`config.mk`:
```
export PLATFORM = sky130hd
export DESIGN_NAME = xlat_cache
export DESIGN_NICKNAME = d
export VERILOG_FILES = /design/src/rtl/xlat_cache_pkg.sv /design/src/rtl/xlat_entry_store.sv /design/src/rtl/xlat_match.sv /design/src/rtl/xlat_perm.sv /design/src/rtl/xlat_cache.sv
export SDC_FILE = /design/constraint.sdc
export NUM_CORES = 1
export LEC_CHECK = 0
export CAP_MARGIN = 25
export CELL_PAD_IN_SITES_DETAIL_PLACEMENT = 0
export CELL_PAD_IN_SITES_GLOBAL_PLACEMENT = 2
export CORE_ASPECT_RATIO = 0.7
export CORE_MARGIN = 2
export CORE_UTILIZATION = 50
export DETAILED_ROUTE_END_ITERATION = 16
export DONT_BUFFER_PORTS = 1
export GPL_ROUTABILITY_DRIVEN = 0
export GPL_TIMING_DRIVEN = 0
export PLACE_DENSITY_LB_ADDON = 0.1
export SYNTH_ARGS = -nofsm -noshare
export SYNTH_HDL_FRONTEND = slang
export SYNTH_HIERARCHICAL = 1
export SYNTH_SLANG_ARGS = --single-unit
export TNS_END_PERCENT = 10
```
`constraint.sdc`:
```
create_clock -name clk -period 7.59 [get_ports clk]
set_clock_uncertainty 0.05 [all_clocks]
set_input_delay 0.759 -clock clk [delete_from_list [all_inputs] [get_ports clk]]
set_output_delay 0.759 -clock clk [all_outputs]
set_load 0.01 [all_outputs]
```
`src/rtl/xlat_cache_pkg.sv`:
```
package xlat_cache_pkg;

  typedef enum logic [1:0] {
    ACC_LOAD     = 2'd0,
    ACC_STORE    = 2'd1,
    ACC_FETCH    = 2'd2,
    ACC_LOAD_ALT = 2'd3
  } acc_kind_e;

  typedef enum logic [1:0] {
    CAUSE_MISS   = 2'd0,
    CAUSE_WPROT  = 2'd1,
    CAUSE_NOEXEC = 2'd2
  } fault_cause_e;

endpackage

```
`src/rtl/xlat_entry_store.sv`:
```
module xlat_entry_store #(
  parameter int N     = 16,
  parameter int VPN_W = 20,
  parameter int PFN_W = 20,
  localparam int IDX_W = $clog2(N)
) (
  input  logic                        clk,
  input  logic                        rst_n,
  input  logic                        fill_en,
  input  logic [IDX_W-1:0]            fill_idx,
  input  logic [VPN_W-1:0]            fill_vpn,
  input  logic [PFN_W-1:0]            fill_pfn,
  input  logic                        fill_wr,
  input  logic                        fill_ex,
  input  logic                        flush,
  output logic [N-1:0]                ent_vld,
  output logic [N-1:0][VPN_W-1:0]     ent_vpn,
  output logic [N-1:0][PFN_W-1:0]     ent_pfn,
  output logic [N-1:0]                ent_wr,
  output logic [N-1:0]                ent_ex
);

  for (genvar g = 0; g < N; g++) begin : g_slot
    logic sel;
    logic vld_d;
    logic load_en;

    always_comb begin
      sel     = fill_en && (fill_idx == IDX_W'(g));
      load_en = sel && !flush;
      if (flush) begin
        vld_d = 1'b0;
      end else if (sel) begin
        vld_d = 1'b1;
      end else begin
        vld_d = ent_vld[g];
      end
    end

    always_ff @(posedge clk or negedge rst_n) begin
      if (!rst_n) begin
        ent_vld[g] <= 1'b0;
      end else begin
        ent_vld[g] <= vld_d;
      end
    end

    always_ff @(posedge clk) begin
      if (load_en) begin
        ent_vpn[g] <= fill_vpn;
        ent_pfn[g] <= fill_pfn;
        ent_wr[g]  <= fill_wr;
        ent_ex[g]  <= fill_ex;
      end
    end
  end

endmodule

```
`src/rtl/xlat_match.sv`:
```
module xlat_match #(
  parameter int N     = 16,
  parameter int VPN_W = 20,
  localparam int IDX_W = $clog2(N)
) (
  input  logic [N-1:0]            ent_vld,
  input  logic [N-1:0][VPN_W-1:0] ent_vpn,
  input  logic [VPN_W-1:0]        key_vpn,
  output logic                    hit,
  output logic [IDX_W-1:0]        hit_idx
);

  logic [N-1:0] match;

  for (genvar g = 0; g < N; g++) begin : g_cmp
    assign match[g] = ent_vld[g] && (ent_vpn[g] == key_vpn);
  end

  always_comb begin
    hit_idx = '0;
    for (int i = N - 1; i >= 0; i--) begin
      if (match[i]) begin
        hit_idx = IDX_W'(i);
      end
    end
    hit = |match;
  end

endmodule

```
`src/rtl/xlat_perm.sv`:
```
module xlat_perm
  import xlat_cache_pkg::*;
(
  input  logic         hit,
  input  logic         may_write,
  input  logic         may_exec,
  input  logic [1:0]   kind,
  output logic         fault,
  output fault_cause_e cause
);

  always_comb begin
    fault = 1'b0;
    cause = CAUSE_MISS;
    if (!hit) begin
      fault = 1'b1;
      cause = CAUSE_MISS;
    end else begin
      unique case (acc_kind_e'(kind))
        ACC_STORE: begin
          if (!may_write) begin
            fault = 1'b1;
            cause = CAUSE_WPROT;
          end
        end
        ACC_FETCH: begin
          if (!may_exec) begin
            fault = 1'b1;
            cause = CAUSE_NOEXEC;
          end
        end
        default: begin
          fault = 1'b0;
          cause = CAUSE_MISS;
        end
      endcase
    end
  end

endmodule

```
`src/rtl/xlat_cache.sv`:
```
module xlat_cache
  import xlat_cache_pkg::*;
#(
  parameter int N     = 16,
  parameter int VPN_W = 20,
  parameter int PFN_W = 20,
  parameter int OFF_W = 12,
  localparam int IDX_W = $clog2(N),
  localparam int VA_W  = VPN_W + OFF_W,
  localparam int PA_W  = PFN_W + OFF_W
) (
  input  logic             clk,
  input  logic             rst_n,
  input  logic             lk_req,
  input  logic [VA_W-1:0]  lk_vaddr,
  input  logic [1:0]       lk_kind,
  input  logic             fill_en,
  input  logic [IDX_W-1:0] fill_idx,
  input  logic [VPN_W-1:0] fill_vpn,
  input  logic [PFN_W-1:0] fill_pfn,
  input  logic             fill_wr,
  input  logic             fill_ex,
  input  logic             flush,
  output logic             rsp_valid,
  output logic [PA_W-1:0]  rsp_paddr,
  output logic             rsp_fault,
  output logic [1:0]       rsp_cause
);

  logic [N-1:0]            ent_vld;
  logic [N-1:0][VPN_W-1:0] ent_vpn;
  logic [N-1:0][PFN_W-1:0] ent_pfn;
  logic [N-1:0]            ent_wr;
  logic [N-1:0]            ent_ex;

  logic                    hit;
  logic [IDX_W-1:0]        hit_idx;
  logic                    sel_wr;
  logic                    sel_ex;
  logic [PFN_W-1:0]        sel_pfn;
  logic                    chk_fault;
  fault_cause_e            chk_cause;

  logic                    rsp_valid_d;
  logic                    rsp_en;
  logic [PA_W-1:0]         rsp_paddr_d;
  logic                    rsp_fault_d;
  logic [1:0]              rsp_cause_d;

  xlat_entry_store #(.N(N), .VPN_W(VPN_W), .PFN_W(PFN_W)) u_store (
    .clk      (clk),
    .rst_n    (rst_n),
    .fill_en  (fill_en),
    .fill_idx (fill_idx),
    .fill_vpn (fill_vpn),
    .fill_pfn (fill_pfn),
    .fill_wr  (fill_wr),
    .fill_ex  (fill_ex),
    .flush    (flush),
    .ent_vld  (ent_vld),
    .ent_vpn  (ent_vpn),
    .ent_pfn  (ent_pfn),
    .ent_wr   (ent_wr),
    .ent_ex   (ent_ex)
  );

  xlat_match #(.N(N), .VPN_W(VPN_W)) u_match (
    .ent_vld (ent_vld),
    .ent_vpn (ent_vpn),
    .key_vpn (lk_vaddr[VA_W-1:OFF_W]),
    .hit     (hit),
    .hit_idx (hit_idx)
  );

  always_comb begin
    sel_pfn = ent_pfn[hit_idx];
    sel_wr  = ent_wr[hit_idx];
    sel_ex  = ent_ex[hit_idx];
  end

  xlat_perm u_perm (
    .hit       (hit),
    .may_write (sel_wr),
    .may_exec  (sel_ex),
    .kind      (lk_kind),
    .fault     (chk_fault),
    .cause     (chk_cause)
  );

  // next-state for the response stage
  always_comb begin
    rsp_valid_d = lk_req;
    rsp_en      = lk_req;
    rsp_fault_d = chk_fault;
    rsp_cause_d = chk_cause;
    if (chk_fault) begin
      rsp_paddr_d = '0;
    end else begin
      rsp_paddr_d = {sel_pfn, lk_vaddr[OFF_W-1:0]};
    end
  end

  always_ff @(posedge clk or negedge rst_n) begin
    if (!rst_n) begin
      rsp_valid <= 1'b0;
      rsp_paddr <= '0;
      rsp_fault <= 1'b0;
      rsp_cause <= 2'd0;
    end else begin
      rsp_valid <= rsp_valid_d;
      if (rsp_en) begin
        rsp_paddr <= rsp_paddr_d;
        rsp_fault <= rsp_fault_d;
        rsp_cause <= rsp_cause_d;
      end
    end
  end

endmodule

```
# Yosys cells after proc, flatten, opt, wreduce, memory -nomap -nowiden

Cells that the tools add are included.

$add $sub $neg: 0
$mul: 0
Divide/modulo/power cells: 0
Order comparisons: 1
Equal/unequal tests: 33
Shifts and indexed selects: 0
Mux-type cells: 63
Bitwise gates (word level): 0
Reduce and logical (&&, ||, !) cells: 67

Operators by type and width:

| cell                 | number |
|---|---|
| $eq A20 B20 Y1       | 16 |
| $bmux W20 S4         | 1 |
| $mux W4              | 16 |
| $logic_and A1 B1 Y1  | 48 |
| $mux W1              | 38 |
| $eq A4 B4 Y1 const B | 8 |
| $mux W32             | 1 |
| $reduce_bool A2 Y1   | 16 |
| $mux W20             | 1 |
| $eq A4 B3 Y1 const B | 4 |
| $reduce_or A16 Y1    | 1 |
| $bmux W1 S4          | 2 |
| $eq A4 B2 Y1 const B | 2 |
| $lt A4 B5 Y1 const B | 1 |
| $eq A4 B1 Y1 const B | 1 |
| $logic_not A4 Y1     | 1 |
| $mux W2              | 2 |
| $pmux W2 S2          | 1 |
| $eq A2 B1 Y1 const B | 1 |
| $eq A2 B2 Y1 const B | 1 |
| $pmux W1 S2          | 1 |
| $logic_not A1 Y1     | 1 |

Register bits: 724
Bits in latches: 0
RAM bits: 0
Bits in read-only memories: 0
Input bits: 85
Output and inout port bits: 36
Logic and storage cells: 248
Memories: 0

# Logic depth before layout (Yosys ltp)

Gate-level depths: netlist (run 1).

Depth after elaboration: 24
Depth in mapped cells: 22
Gate-level depth less buffers: 17

# Modules after synthesis

The synthesis (run 1) kept the hierarchy.

By module, submodules not included:

| module           | instances | cells an instance | area an instance (um^2) | seq. area each (um^2) |
|---|---|---|---|---|
| xlat_entry_store | 1         | 750               | 20,957.6                | 20,579.7 |
| xlat_cache       | 1         | 478               | 4,289.1                 | 900.9 |
| xlat_match       | 1         | 510               | 4,112.7                 | 0.0 |
| xlat_perm        | 1         | 10                | 81.3                    | 0.0 |

# Least setup slack after synthesis (run 1)

OpenSTA, ideal clock, no wires.

Path type: input to register
Start: input lk_vaddr[23]
End: register rsp_paddr[26]
Library setup time: 0.125 ns
Arrival: 4.483 ns
Required time: 7.415 ns
Slack: 2.932 ns
Stages: 21
Buffers on the path: 5
Cell sequence: buf_2 -> buf_4 -> xnor2_1 -> nand4_1 -> nor4_1 -> nand4_1 -> nand3_1 -> o2111ai_1 -> a32oi_1 -> buf_6 -> buf_8 -> mux4_2 -> mux4_2 -> nor2b_4 -> a21oi_1 -> o21ai_1 -> nand3b_1 -> clkbuf_1 -> a21oi_1 -> nand3_1 -> nand3_1

Cells in the longest elaborated chain, start to end: 24
Elaborated cells on any way between the ends: 60
Classes of those cells: eq/ne (16); mux (27); reduce/logical (17)

RTL lines:

| what                              | line              | text |
|---|---|---|
| from (decl)                       | xlat_cache.sv:15  | `input logic [VA_W-1:0] lk_vaddr,` |
| $eq A20 B20 Y1                    | xlat_match.sv:16  | `assign match[g] = ent_vld[g] && (ent_vpn[g] == key_vpn);` |
| $logic_and A1 B1 Y1               | xlat_match.sv:16  |  |
| $mux W4 (15 in series)            | xlat_match.sv:22  | `if (match[i]) begin` |
| $mux W4 (*)                       | xlat_match.sv:22  |  |
| via hit_idx[0]                    | xlat_cache.sv:37  | `logic [IDX_W-1:0] hit_idx;` |
| $bmux W1 S4 (*)                   | xlat_cache.sv:77  | `sel_wr = ent_wr[hit_idx];` |
| $mux W1 (implied by the code) (*) | xlat_cache.sv:77  |  |
| via sel_wr                        | xlat_cache.sv:38  | `logic sel_wr;` |
| $mux W1 (*)                       | xlat_perm.sv:21   | `if (!may_write) begin` |
| $pmux W1 S2 (*)                   | xlat_perm.sv:19   | `unique case (acc_kind_e'(kind))` |
| $mux W1 (*)                       | xlat_perm.sv:15   | `if (!hit) begin` |
| via chk_fault                     | xlat_cache.sv:41  | `logic chk_fault;` |
| $mux W32 (*)                      | xlat_cache.sv:96  | `if (chk_fault) begin` |
| to (signal assigned)              | xlat_cache.sv:112 | `rsp_paddr <= rsp_paddr_d;` |
| to (decl)                         | xlat_cache.sv:25  | `output logic [PA_W-1:0] rsp_paddr,` |

The timed path passes the listed nets; every way through them passes the cells marked *. The select of a mux whose other input is x is not followed.
A chain may end at the register's enable or synchronous reset.

# Worst setup path in the final report (run 1)

Start: input lk_vaddr[18]
End: register rsp_paddr[24]

Same word-level chain as after synthesis.

==> results.md, run 1 <==
- Register area: 21500 sq um
- Placed Area: approximately 31000 sq um
- Pleak: a little over 10 nW
- Initial DRT Pass Iterations: 5
- Vias in the first global route: approximately 15000
- NumNets Final: 1933
- Min-Delay Path Class: input pin to flop
- Filler cells: between 4000 and 5000
- Synth Cell Area: between 20000 and 30000 sq um
- Largest family of logic cells by synthesized area: XOR/XNOR gates
- Total grt overflow: 0
- XOR/XNOR Fraction of Synth Area: about a tenth
- Worst Path Required: roughly 8000 ps
- # IOs: around 120
- Final Hold Fails: 0
- Register area share after synthesis: between 70% and 80%
- Setup repair bufs after CTS: 0
- Worst-margin pin slew: 1180 ps
- DRT antenna net count: 0
- R2R setup slack: 1390 ps
- Post-CTS Hold Buffers: 2
- Placed wire-length estimate: just under 50000 um
- Fraction of registers with async set/reset: 7.18%
- DRT Wirelength: slightly above 70000 um
- Yosys warnings: 6
- Post_cts resized: 0
- Total negative slack: 0 ps
- Die Height: 207 um
- Total power per unit cell area: between 200 and 250 nW/um^2
- I/O Buffers: 0
- Max-Cap Viols: 0
- Final worst path period need: 6260 ps
- Setup violators final: 0
- First-pass GRT wire length: roughly 100000 um
- Multiplexer share of the synthesized area: 6.33%
- Slew headroom: 20.3%
- Global-route usage over all layers: about 24%
- Clock Root Buffer: clkbuf_16
- Wire length per cell: between 20 and 30 um
- Area leader, netlist: edfxtp_1
- Number of remaining DRC errors: 0
- Htree depth: 3
- Reg2reg start: u_store/ent_vpn[184]$_DFFE_PP_
- Syn_area_per_cell: approximately 17 sq um
- Register-to-Register Path Depth: 20
- Primary FF master, synth: edfxtp_1
- FMAX: between 0.15 and 0.2 GHz
- Netlist cell types: between 40 and 50
- Finished Cell Area: ~33000 sq um
- Worst Setup SP: lk_vaddr[18]
- Hold Startpoint: lk_req
- Period utilization: roughly 83%
- CTS tree: built
- Post-synthesis simple-gate area fraction: 5.51%
- # clock sinks: between 700 and 800
- Post-synthesis compound-gate area fraction: about 2.9%
- Max Fanout on Critical Path: 10
- Synth area leaders: edfxtp_1 69%, xnor2_1 7.1%, mux2i_1 5.4%, dfrtp_1 4.4%, xor2_1 2.4%
- Worst vdd ir: 0.000147 V
- Reg2reg end: rsp_paddr[24]$_DFFE_PN0P_
- Critical path arrival: 6700 ps
- Post-synthesis net count: roughly 1800
- Layout cells sized above 1: 12.3%
- TritonCTS Buffers: 71
- Initial DRC count: 1640
- Synthesis-to-layout area growth: 12.6%
- Clock latency on the worst-skew pair: between 600 and 700 ps
- Crit path kind: input pin to flop
- Initial antenna violation count: 8
- FP Rows: between 70 and 80
- Flops & latches, synth: between 700 and 800
- Area of the multi-input gates: around 7300 sq um
- Reg clk slew, reported paths: around 60 ps
- Fin. max-slew vios: 0
- Die width: between 200 and 300 um
- Core Region: 58200 sq um
- Initial Util: around half
- Yosys top cell area share: between 60 and 70%
- Largest net degree at the start of global routing: 53
- Clk buf depth: 3
- Vias per std cell: 5.76
- CP Capture Point: rsp_paddr[24]$_DFFE_PN0P_
- Status: complete, no violations
- Vias: roughly 15000
- Crit path launch type: input pin
- Post-synthesis cell count: around 1700
- CP Capture Type: flop
- Unrepaired setup endpoints after global routing: false
- Adder and majority gate portion of the synthesized area: less than 1%
- Area of the die: between 60000 and 70000 sq um
- Number of flops mapped to enable cells by yosys: 672
-- worst min path at each step --
stage               slack, ps                       end  cells past startpoint
floorplan                 410  rsp_cause[0]$_DFFE_PN0P_                      0
global placement          410  rsp_paddr[9]$_DFFE_PN0P_                      0
detailed placement        410  rsp_paddr[9]$_DFFE_PN0P_                      0
CTS                       100       rsp_valid$_DFF_PN0_                      0
global route              100       rsp_valid$_DFF_PN0_                      0
finish                    140       rsp_valid$_DFF_PN0_                      0
-- Yosys cell counts (2+ instances only) --
library cell and instances:
nor4_2 5, o22ai_2 8, nor4_1 29, buf_2 17, or3b_1 3, dfrtp_1 52, nand3b_1 16, o21ai_0 14
mux2i_1 160, nor3_1 2, a21oi_1 25, nor2_1 22, o22ai_1 8, ha_1 2, mux4_2 9, a22oi_1 61
xor2_1 82, or2b_1 2, nand2b_1 21, and2_1 5, and3_2 4, buf_1 2, buf_4 19, inv_1 32
clkbuf_1 26, nand4_1 58, nor2b_1 4, edfxtp_1 672, nand2_1 28, buf_8 3, nand3_1 78, mux2_2 3
xnor2_1 237, o21ai_1 3, buf_6 25
-- cell families after synthesis --
logic type | Yosys count
fa+ha+maj | 2
buf+inv | 125
mux | 173
simple gates | 282
compound gates | 123
xor+xnor | 319
flops | 724
-- cell type report --
type                       count  area share [%]
sequential                   724            64.8
clock buffer                  96            6.05
buffer                        93            2.05
tap                          760            2.87
multi-input combinational    899            22.0
antenna                        2          0.0151
timing repair buffer          25            1.19
inverter                      32           0.362
clock inverter                30           0.698
-- flip-flops by register name, summed over array words and instances (netlist names) --
register and cells:
u_store/ent_pfn 320, u_store/ent_vpn 320, rsp_paddr 32, u_store/ent_ex 16
u_store/ent_vld 16, u_store/ent_wr 16, rsp_cause 2, rsp_fault 1
rsp_valid 1
-- per-layer routing --
metal  part of all wire, %  global-route usage (%)
met5                     0                       0
met3                   8.3                    5.90
met4                   1.3                    4.45
met1                    49                    39.8
met2                    41                    32.3
-- worst max-delay path, stage by stage --
cell	delay, ps
buf_2	340
xnor2_1	170
nand4_1	200
nor4_1	1040
nand4_1	270
or2b_1	300
nand3_1	80
o2111ai_1	150
a32oi_1	260
buf_6	180
buf_8	170
mux4_2	530
mux4_2	510
nor2b_4	130
a21oi_1	50
o21ai_1	320
nand3b_1	370
clkbuf_1	480
a21oi_1	150
nand3_1	140
nand3_1	80
-- report_power, final --
group / total, mW / leakage (nW) / internal [mW] / switching, mW
Clock: 3.42 / 1.09 / 1.96 / 1.47
Combinational: 0.259 / 2.51 / 0.102 / 0.158
Sequential: 4.42 / 6.77 / 4.41 / 0.0142
-- metrics by stage --
stage | util (%) | std cells | setup WS [ps] | total power, mW | hold slack [ps]
CTS | 56.9 | 2658 | 1600 | 8.17 | 103
global placement | 52.2 | 2508 | 649 | 4.75 | 415
global route | 56.9 | 2659 | 1190 | 8.35 | 102
detailed placement | 53.0 | 2530 | 970 | 4.76 | 415
finish | 56.9 | 2661 | 1330 | 8.11 | 140
floorplan | - | 1748 | 2930 | 4.68 | 413
-- cells in the final DEF, fill, tap and decap left out, drive strengths merged, types with 28 or more instances in the layout --
cell type,count
mux2i,160
nand3,78
xnor2,237
nand4,58
dfrtp,52
nand2,28
a22oi,61
inv,33
buf,91
edfxtp,672
xor2,82
nor4,34
clkbuf,122
(Power assumes the default switching activity.)
==> inputs of run 2 (changes only) <==
--- a/config.mk
+++ b/config.mk
@@ -10,7 +10,7 @@
 export CELL_PAD_IN_SITES_GLOBAL_PLACEMENT = 2
 export CORE_ASPECT_RATIO = 0.7
 export CORE_MARGIN = 2
-export CORE_UTILIZATION = 50
+export CORE_UTILIZATION = 48
 export DETAILED_ROUTE_END_ITERATION = 16
 export DONT_BUFFER_PORTS = 1
 export GPL_ROUTABILITY_DRIVEN = 0
==> constraint.sdc (replaced) <==
create_clock -name clk -period 6.12 [get_ports clk]
set_clock_uncertainty 0.05 [all_clocks]
set_input_delay 0.612 -clock clk [delete_from_list [all_inputs] [get_ports clk]]
set_output_delay 0.612 -clock clk [all_outputs]
set_load 0.01 [all_outputs]
==> run 2 against run 1 <==
- final area is 1.3% higher
- clock power is 28% higher
- worst hold slack worse by 100 ps
- non-clock buffer count is 28 higher
- combinational power is 36% higher
- global-route usage is 0.35 points lower
- power is 26% higher
- setup slack worse by 1300 ps
- count of clock-buffer cells in the layout stayed put
- cell count is 3.1% higher
- sequential power is 24% higher
- die area is 4.1% higher
- critical path type unchanged
- highest routed layer is now met5
==> results.md, run 2 (synthesized netlist as in run 1, its figures left out) <==
- Clock latency on the worst-skew pair: roughly 620 ps
- Min-Delay Endpoint: u_store/ent_vpn[102]$_DFFE_PP_
- FP Rows: 75
- Vias per std cell: 5.63
- Clk buf depth: 3
- Initial DRC count: 1654
- Area of the die: between 60000 and 70000 sq um
- Layout cells sized above 1: approximately an eighth
- Die width: 300 um
- Wire length per cell: 27.3 um
- Vias in the first global route: 15000
- Crit path kind: input pin to flop
- Max-Cap Viols: 0
- Largest net degree at the start of global routing: 53
- Number of remaining DRC errors: 0
- Reg clk slew, reported paths: roughly 60 ps
- Global-route usage over all layers: about a quarter
- Vias: 15500
- Reg2reg start: u_store/ent_vpn[130]$_DFFE_PP_
- Critical path arrival: around 6500 ps
- Total grt overflow: 0
- Most common cell after layout, fill and taps aside: edfxtp_1
- Filler cells: between 4000 and 5000
- Fin util: 55.7%
- Reg2reg end: rsp_paddr[30]$_DFFE_PN0P_
- DRT Wirelength: roughly 75000 um
- Register-to-Register Path Depth: 18
- Min-Delay Path Class: input pin to flop
- Worst vdd ir: ~0.00020 V
- Initial Util: between 40% and 50%
- Die Height: around 210 um
- TritonCTS Buffers: between 70 and 80
- Final Hold Fails: 0
- Most frequent cells in the layout: 672 x edfxtp_1, 237 x xnor2_1, 160 x mux2i_1
- First-pass GRT wire length: roughly 110000 um
- # IOs: around 120
- Status: complete, no violations
- CTS tree: built
- Htree depth: 3
- Synthesis-to-layout area growth: 14.1%
- Pleak: around 11 nW
- Setup violators final: 0
- I/O Buffers: 0
- Hold path depth: 0
- R2R setup slack: roughly 200 ps
- Crit path launch type: input pin
- # clock sinks: between 700 and 800
- Initial antenna violation count: 2
- NumNets Final: around 2000
- Core Region: approximately 60000 sq um
- Total power per unit cell area: 304 nW/um^2
- Placed wire-length estimate: around 50000 um
- WHS: between 30 and 40 ps
- Fin. max-slew vios: 0
- Unrepaired setup endpoints after global routing: false
- Clock Root Buffer: clkbuf_16
- Hold Startpoint: fill_vpn[2]
- Period utilization: 99.3%
- CP Capture Type: flop
- DRT antenna net count: 0
- Worst Path Required: between 6000 and 7000 ps
- Initial DRT Pass Iterations: 5
- Max Fanout on Critical Path: 10
- Worst-margin pin slew: approximately 1100 ps
- Largest registers: u_store/ent_pfn: 320 flops, u_store/ent_vpn: 320 flops, rsp_paddr: 32 flops
- Slew headroom: 22.9%
- Final worst path period need: roughly 6100 ps
- FMAX: 0.165 GHz
run 2: cell types whose count changed in the layout (fill, tap and decap cells not counted), moves of 3 or more:
cell	before	now
clkbuf_8	3	6
clkbuf_16	76	73
inv_6	1	4
dlygate4sd3_1	1	27
clkinv_1	13	16
run 2: worst max path at each step:
stage / from / endpoint / slack, ps / depth (start not counted)
2_1_floorplan: lk_vaddr[23] / rsp_paddr[26]$_DFFE_PN0P_ / 1610 / 21
3_3_place_gp: lk_vaddr[23] / rsp_paddr[14]$_DFFE_PN0P_ / -760 / 21
3_5_place_dp: lk_vaddr[18] / rsp_paddr[14]$_DFFE_PN0P_ / -530 / 22
4_1_cts: u_store/ent_vpn[182]$_DFFE_PP_ / rsp_paddr[14]$_DFFE_PN0P_ / 100 / 20
5_1_grt: lk_vaddr[22] / rsp_paddr[14]$_DFFE_PN0P_ / 10 / 20
6_report: lk_vaddr[22] / rsp_paddr[30]$_DFFE_PN0P_ / 40 / 20
run 2: what timing repair did:
item / in CTS / in global routing
endpoints found under the hold margin: 196 / 0
hold buffers: 28 / 0
buffers inserted: 0 / 0
endpoints found under the setup margin: 0 / 17
gates resized for setup: 0 / 1
run 2: cell type report:
type	instances	area (sq um)	share of cell area, %
antenna	1	2.50	0.00745
buffer	93	679	2.02
tap	808	1010	3.01
sequential	724	21500	64.0
clock inverter	38	353	1.05
timing repair buffer	53	666	1.98
inverter	32	120	0.358
multi-input combinational	899	7290	21.7
clock buffer	96	1970	5.88
run 2: layer usage:
metal	track usage (%)	vias up	routed length, um
li1	-	6857	-
met1	37.7	7999	36500
met2	32.3	506	30800
met3	6.66	90	6310
met4	5.19	2	1280
met5	0	-	16
run 2: where the power goes:
part           internal (mW)  total, mW  leakage, nW  switching [mW]
registers               5.47       5.48         6.77          0.0175
logic                  0.137      0.352         2.63           0.215
clock network           2.50       4.37         1.13            1.87
total                   8.10       10.2         10.5            2.10
run 2: per-stage QoR:
stage / power [mW] / cell area [sq um] / setup TNS (ps) / worst slack [ps] / cells
2_1_floorplan: 5.80 / 29400 / 0 / 1610 / 1748
3_3_place_gp: 5.89 / 30500 / -15280 / -756 / 2556
3_5_place_dp: 5.90 / 30900 / -9180 / -525 / 2578
4_1_cts: 10.3 / 33600 / 0 / 102 / 2740
5_1_grt: 10.5 / 33600 / 0 / 13.6 / 2743
6_report: 10.2 / 33600 / 0 / 43.8 / 2744
run 2: critical path, cell delays in order:
cell and delay [ps]:
buf_2 270, buf_4 310, xnor2_1 190, nand4_1 130, nor4_1 970, nand4_1 330, nand2_1 150, o21ai_1 90
a31oi_1 430, buf_2 410, mux4_2 380, mux4_2 510, nor2b_4 140, a21oi_1 50, o21ai_1 320, nand3b_1 360
clkbuf_1 480, a21oi_1 110, nand3_1 160, nand3_1 90
==> inputs of run 3 (changes only) <==
--- a/config.mk
+++ b/config.mk
@@ -15,7 +15,7 @@
 export DONT_BUFFER_PORTS = 1
 export GPL_ROUTABILITY_DRIVEN = 0
 export GPL_TIMING_DRIVEN = 0
-export PLACE_DENSITY_LB_ADDON = 0.1
+export PLACE_DENSITY = 0.81
 export SYNTH_ARGS = -nofsm -noshare
 export SYNTH_HDL_FRONTEND = slang
 export SYNTH_HIERARCHICAL = 1
==> run 3 against run 2 <==
- power decreased by 1.8%
- final area is 1.0% lower
- first-iteration DRC count fell by 0.36%
- combinational power shrank 9.4%
- global-route usage decreased by 0.92 points
- sequential power hardly changed
- clock power is 4% lower
- critical path depth fell by 1
- die area stayed put
- fmax increased by 5.4%
- register-to-register slack better by 160 ps
==> results.md, run 3 (synthesized netlist as in run 1, its figures left out) <==
- Status: complete, no violations
- # IOs: roughly 120
- TritonCTS Buffers: 72
- Combinational power share: between 3 and 4%
- Synthesis-to-layout area growth: 12.9%
- FMAX: 0.174 GHz
- Setup violators final: 0
- FP Rows: between 70 and 80
- Finished Cell Area: 33200 sq um
- Vias: 15500
- Number of remaining DRC errors: 0
- Clock group share of total power: a little over two fifths
- DRT Wirelength: 71800 um
- Number of instances in the placed design: ~2600
- Layout cells sized above 1: 12.6%
- Largest net degree at the start of global routing: 53
- Initial DRC count: ~1600
- Max Fanout on Critical Path: 10
- Fin. max-slew vios: 0
- Filler cells: 4711
- Largest registers: u_store/ent_pfn: 320 flops, u_store/ent_vpn: 320 flops, rsp_paddr: 32 flops
- Pleak: slightly above 10 nW
- Overall Power: around 10 mW
- Most frequent cells in the layout: 672 x edfxtp_1, 237 x xnor2_1, 160 x mux2i_1
- Min-Delay Path Class: input pin to flop
- Die Height: about 210 um
- Setup repair bufs after CTS: 0
- Slew headroom: a little over a third
- # clock sinks: approximately 720
- Initial antenna violation count: 2
- Sequential Power Share: a little over half
- Critical path arrival: just over 6000 ps
- Worst setup margin: roughly 360 ps
- Global-route usage over all layers: a little under a quarter
- Crit path kind: flop to flop
- Pre-CTS setup slack: -292 ps
- Clk buf depth: 3
- Clock latency on the worst-skew pair: around 600 ps
- Initial DRT Pass Iterations: 5
- CTS tree: built
- Clock Root Buffer: clkbuf_16
- Non-filler instance count after layout: ~2700
- Vias per std cell: 5.71
- Worst-margin pin slew: 957 ps
- Internal power: between 8 and 9 mW
- Placed wire-length estimate: 47300 um
- Die width: 300 um
- I/O Buffers: 0
- Period utilization: 94.2%
- Unrepaired setup endpoints after global routing: false
- Core Region: ~60000 sq um
- NumNets Final: 1936
- Worst Path Required: 6560 ps
- CP Capture Type: flop
- Placed Area: ~31000 sq um
- Htree depth: 3
- Final Hold Fails: 0
- Final worst path period need: 5760 ps
- Switching Fraction: between 20 and 25%
- Reg clk slew, reported paths: 60 ps
- # diodes: 0
- Area of the die: roughly 63000 sq um
- Crit path launch type: flop
- Wire length per cell: between 20 and 30 um
- Initial Util: between 40% and 50%
- First-pass GRT wire length: about 100000 um
- Vias in the first global route: roughly 15000
- Total power per unit cell area: between 300 and 400 nW/um^2
- Sw power: a little over 2 mW
- DRT antenna net count: 0
- Max-Cap Viols: 0
- Most common cell after layout, fill and taps aside: edfxtp_1
- Worst vdd ir: 0.000151 V
- Total grt overflow: 0
==> run 3: cell count changes in the layout (fill, tap and decap cells not counted), sizes merged <==
| cell | before | now |
|---|---|---|
| dlygate4sd3 | 27 | 2 |
| clkbuf | 122 | 124 |
| bufinv | 5 | 2 |
| clkinv | 28 | 26 |
| diode | 1 | 0 |
| buf | 93 | 92 |
| inv | 36 | 34 |
==> run 3: what timing repair did <==
action,CTS,global route
endpoints found under the setup margin,0,6
gates resized for setup,0,2
endpoints found under the hold margin,53,0
hold buffers,3,0
==> run 3: metal layers <==
layer	up-vias	global-route usage (%)	routed length, um
met4	0	5.26	1200
met3	86	6.61	7470
li1	6799	-	-
met2	659	31.8	30100
met5	-	0	0
met1	7946	35.4	33000
==> run 3: area by class of cell <==
| type | instances | area, sq um | share of cell area, % |
|---|---|---|---|
| clock inverter | 31 | 209 | 0.629 |
| buffer | 93 | 679 | 2.04 |
| inverter | 32 | 120 | 0.361 |
| sequential | 724 | 21500 | 64.6 |
| timing repair buffer | 27 | 408 | 1.23 |
| tap | 808 | 1010 | 3.04 |
| clock buffer | 98 | 2030 | 6.11 |
| multi-input combinational | 899 | 7300 | 22.0 |
==> run 3: critical path, cell delays in order, from the launching register on <==
cell and delay [ps]:
edfxtp_1 380, xnor2_1 150, nand3_1 220, nor4_1 770, nand4_1 220, and2_1 240, a21oi_1 170, o21ai_1 90
a31oi_1 410, buf_2 370, mux4_2 340, mux4_2 520, nor2b_4 130, a21oi_1 50, o21ai_1 380, nand3b_1 300
clkbuf_1 460, a21oi_1 120, nand3_1 170, nand3_1 90
==> run 3: final timing paths <==
check,cells after the start,end,from,slack (ps)
hold reg to reg,2,u_store/ent_vld[15]$_DFFE_PN0P_,u_store/ent_vld[15]$_DFFE_PN0P_,500
hold / removal,0,u_store/ent_pfn[108]$_DFFE_PP_,fill_pfn[8],50
min in group asynchronous,2,rsp_cause[1]$_DFFE_PN0P_,rst_n,570
setup / recovery,19,rsp_paddr[13]$_DFFE_PN0P_,u_store/ent_vpn[227]$_DFFE_PP_,360
max in group asynchronous,2,rsp_paddr[12]$_DFFE_PN0P_,rst_n,5210
setup reg to reg,19,rsp_paddr[13]$_DFFE_PN0P_,u_store/ent_vpn[227]$_DFFE_PP_,360
==> run 3: metrics by stage <==
step / util, % / TNS (ps) / hold WS, ps
6_report: 55.2 / 0 / 50.7
3_5_place_dp: 51.3 / -4580 / 269
4_1_cts: 55.1 / 0 / 7.63
2_1_floorplan: - / 0 / 266
3_3_place_gp: 50.5 / -7160 / 268
5_1_grt: 55.2 / 0 / 18.0
==> run 3: power by group through the flow <==
stage | combinational (mW) | clock (mW) | sequential, mW
2_1_floorplan | 0.214 | 0 | 5.59
3_3_place_gp | 0.288 | 0 | 5.59
3_5_place_dp | 0.303 | 0 | 5.59
4_1_cts | 0.317 | 4.29 | 5.49
5_1_grt | 0.341 | 4.48 | 5.49
6_report | 0.319 | 4.21 | 5.49
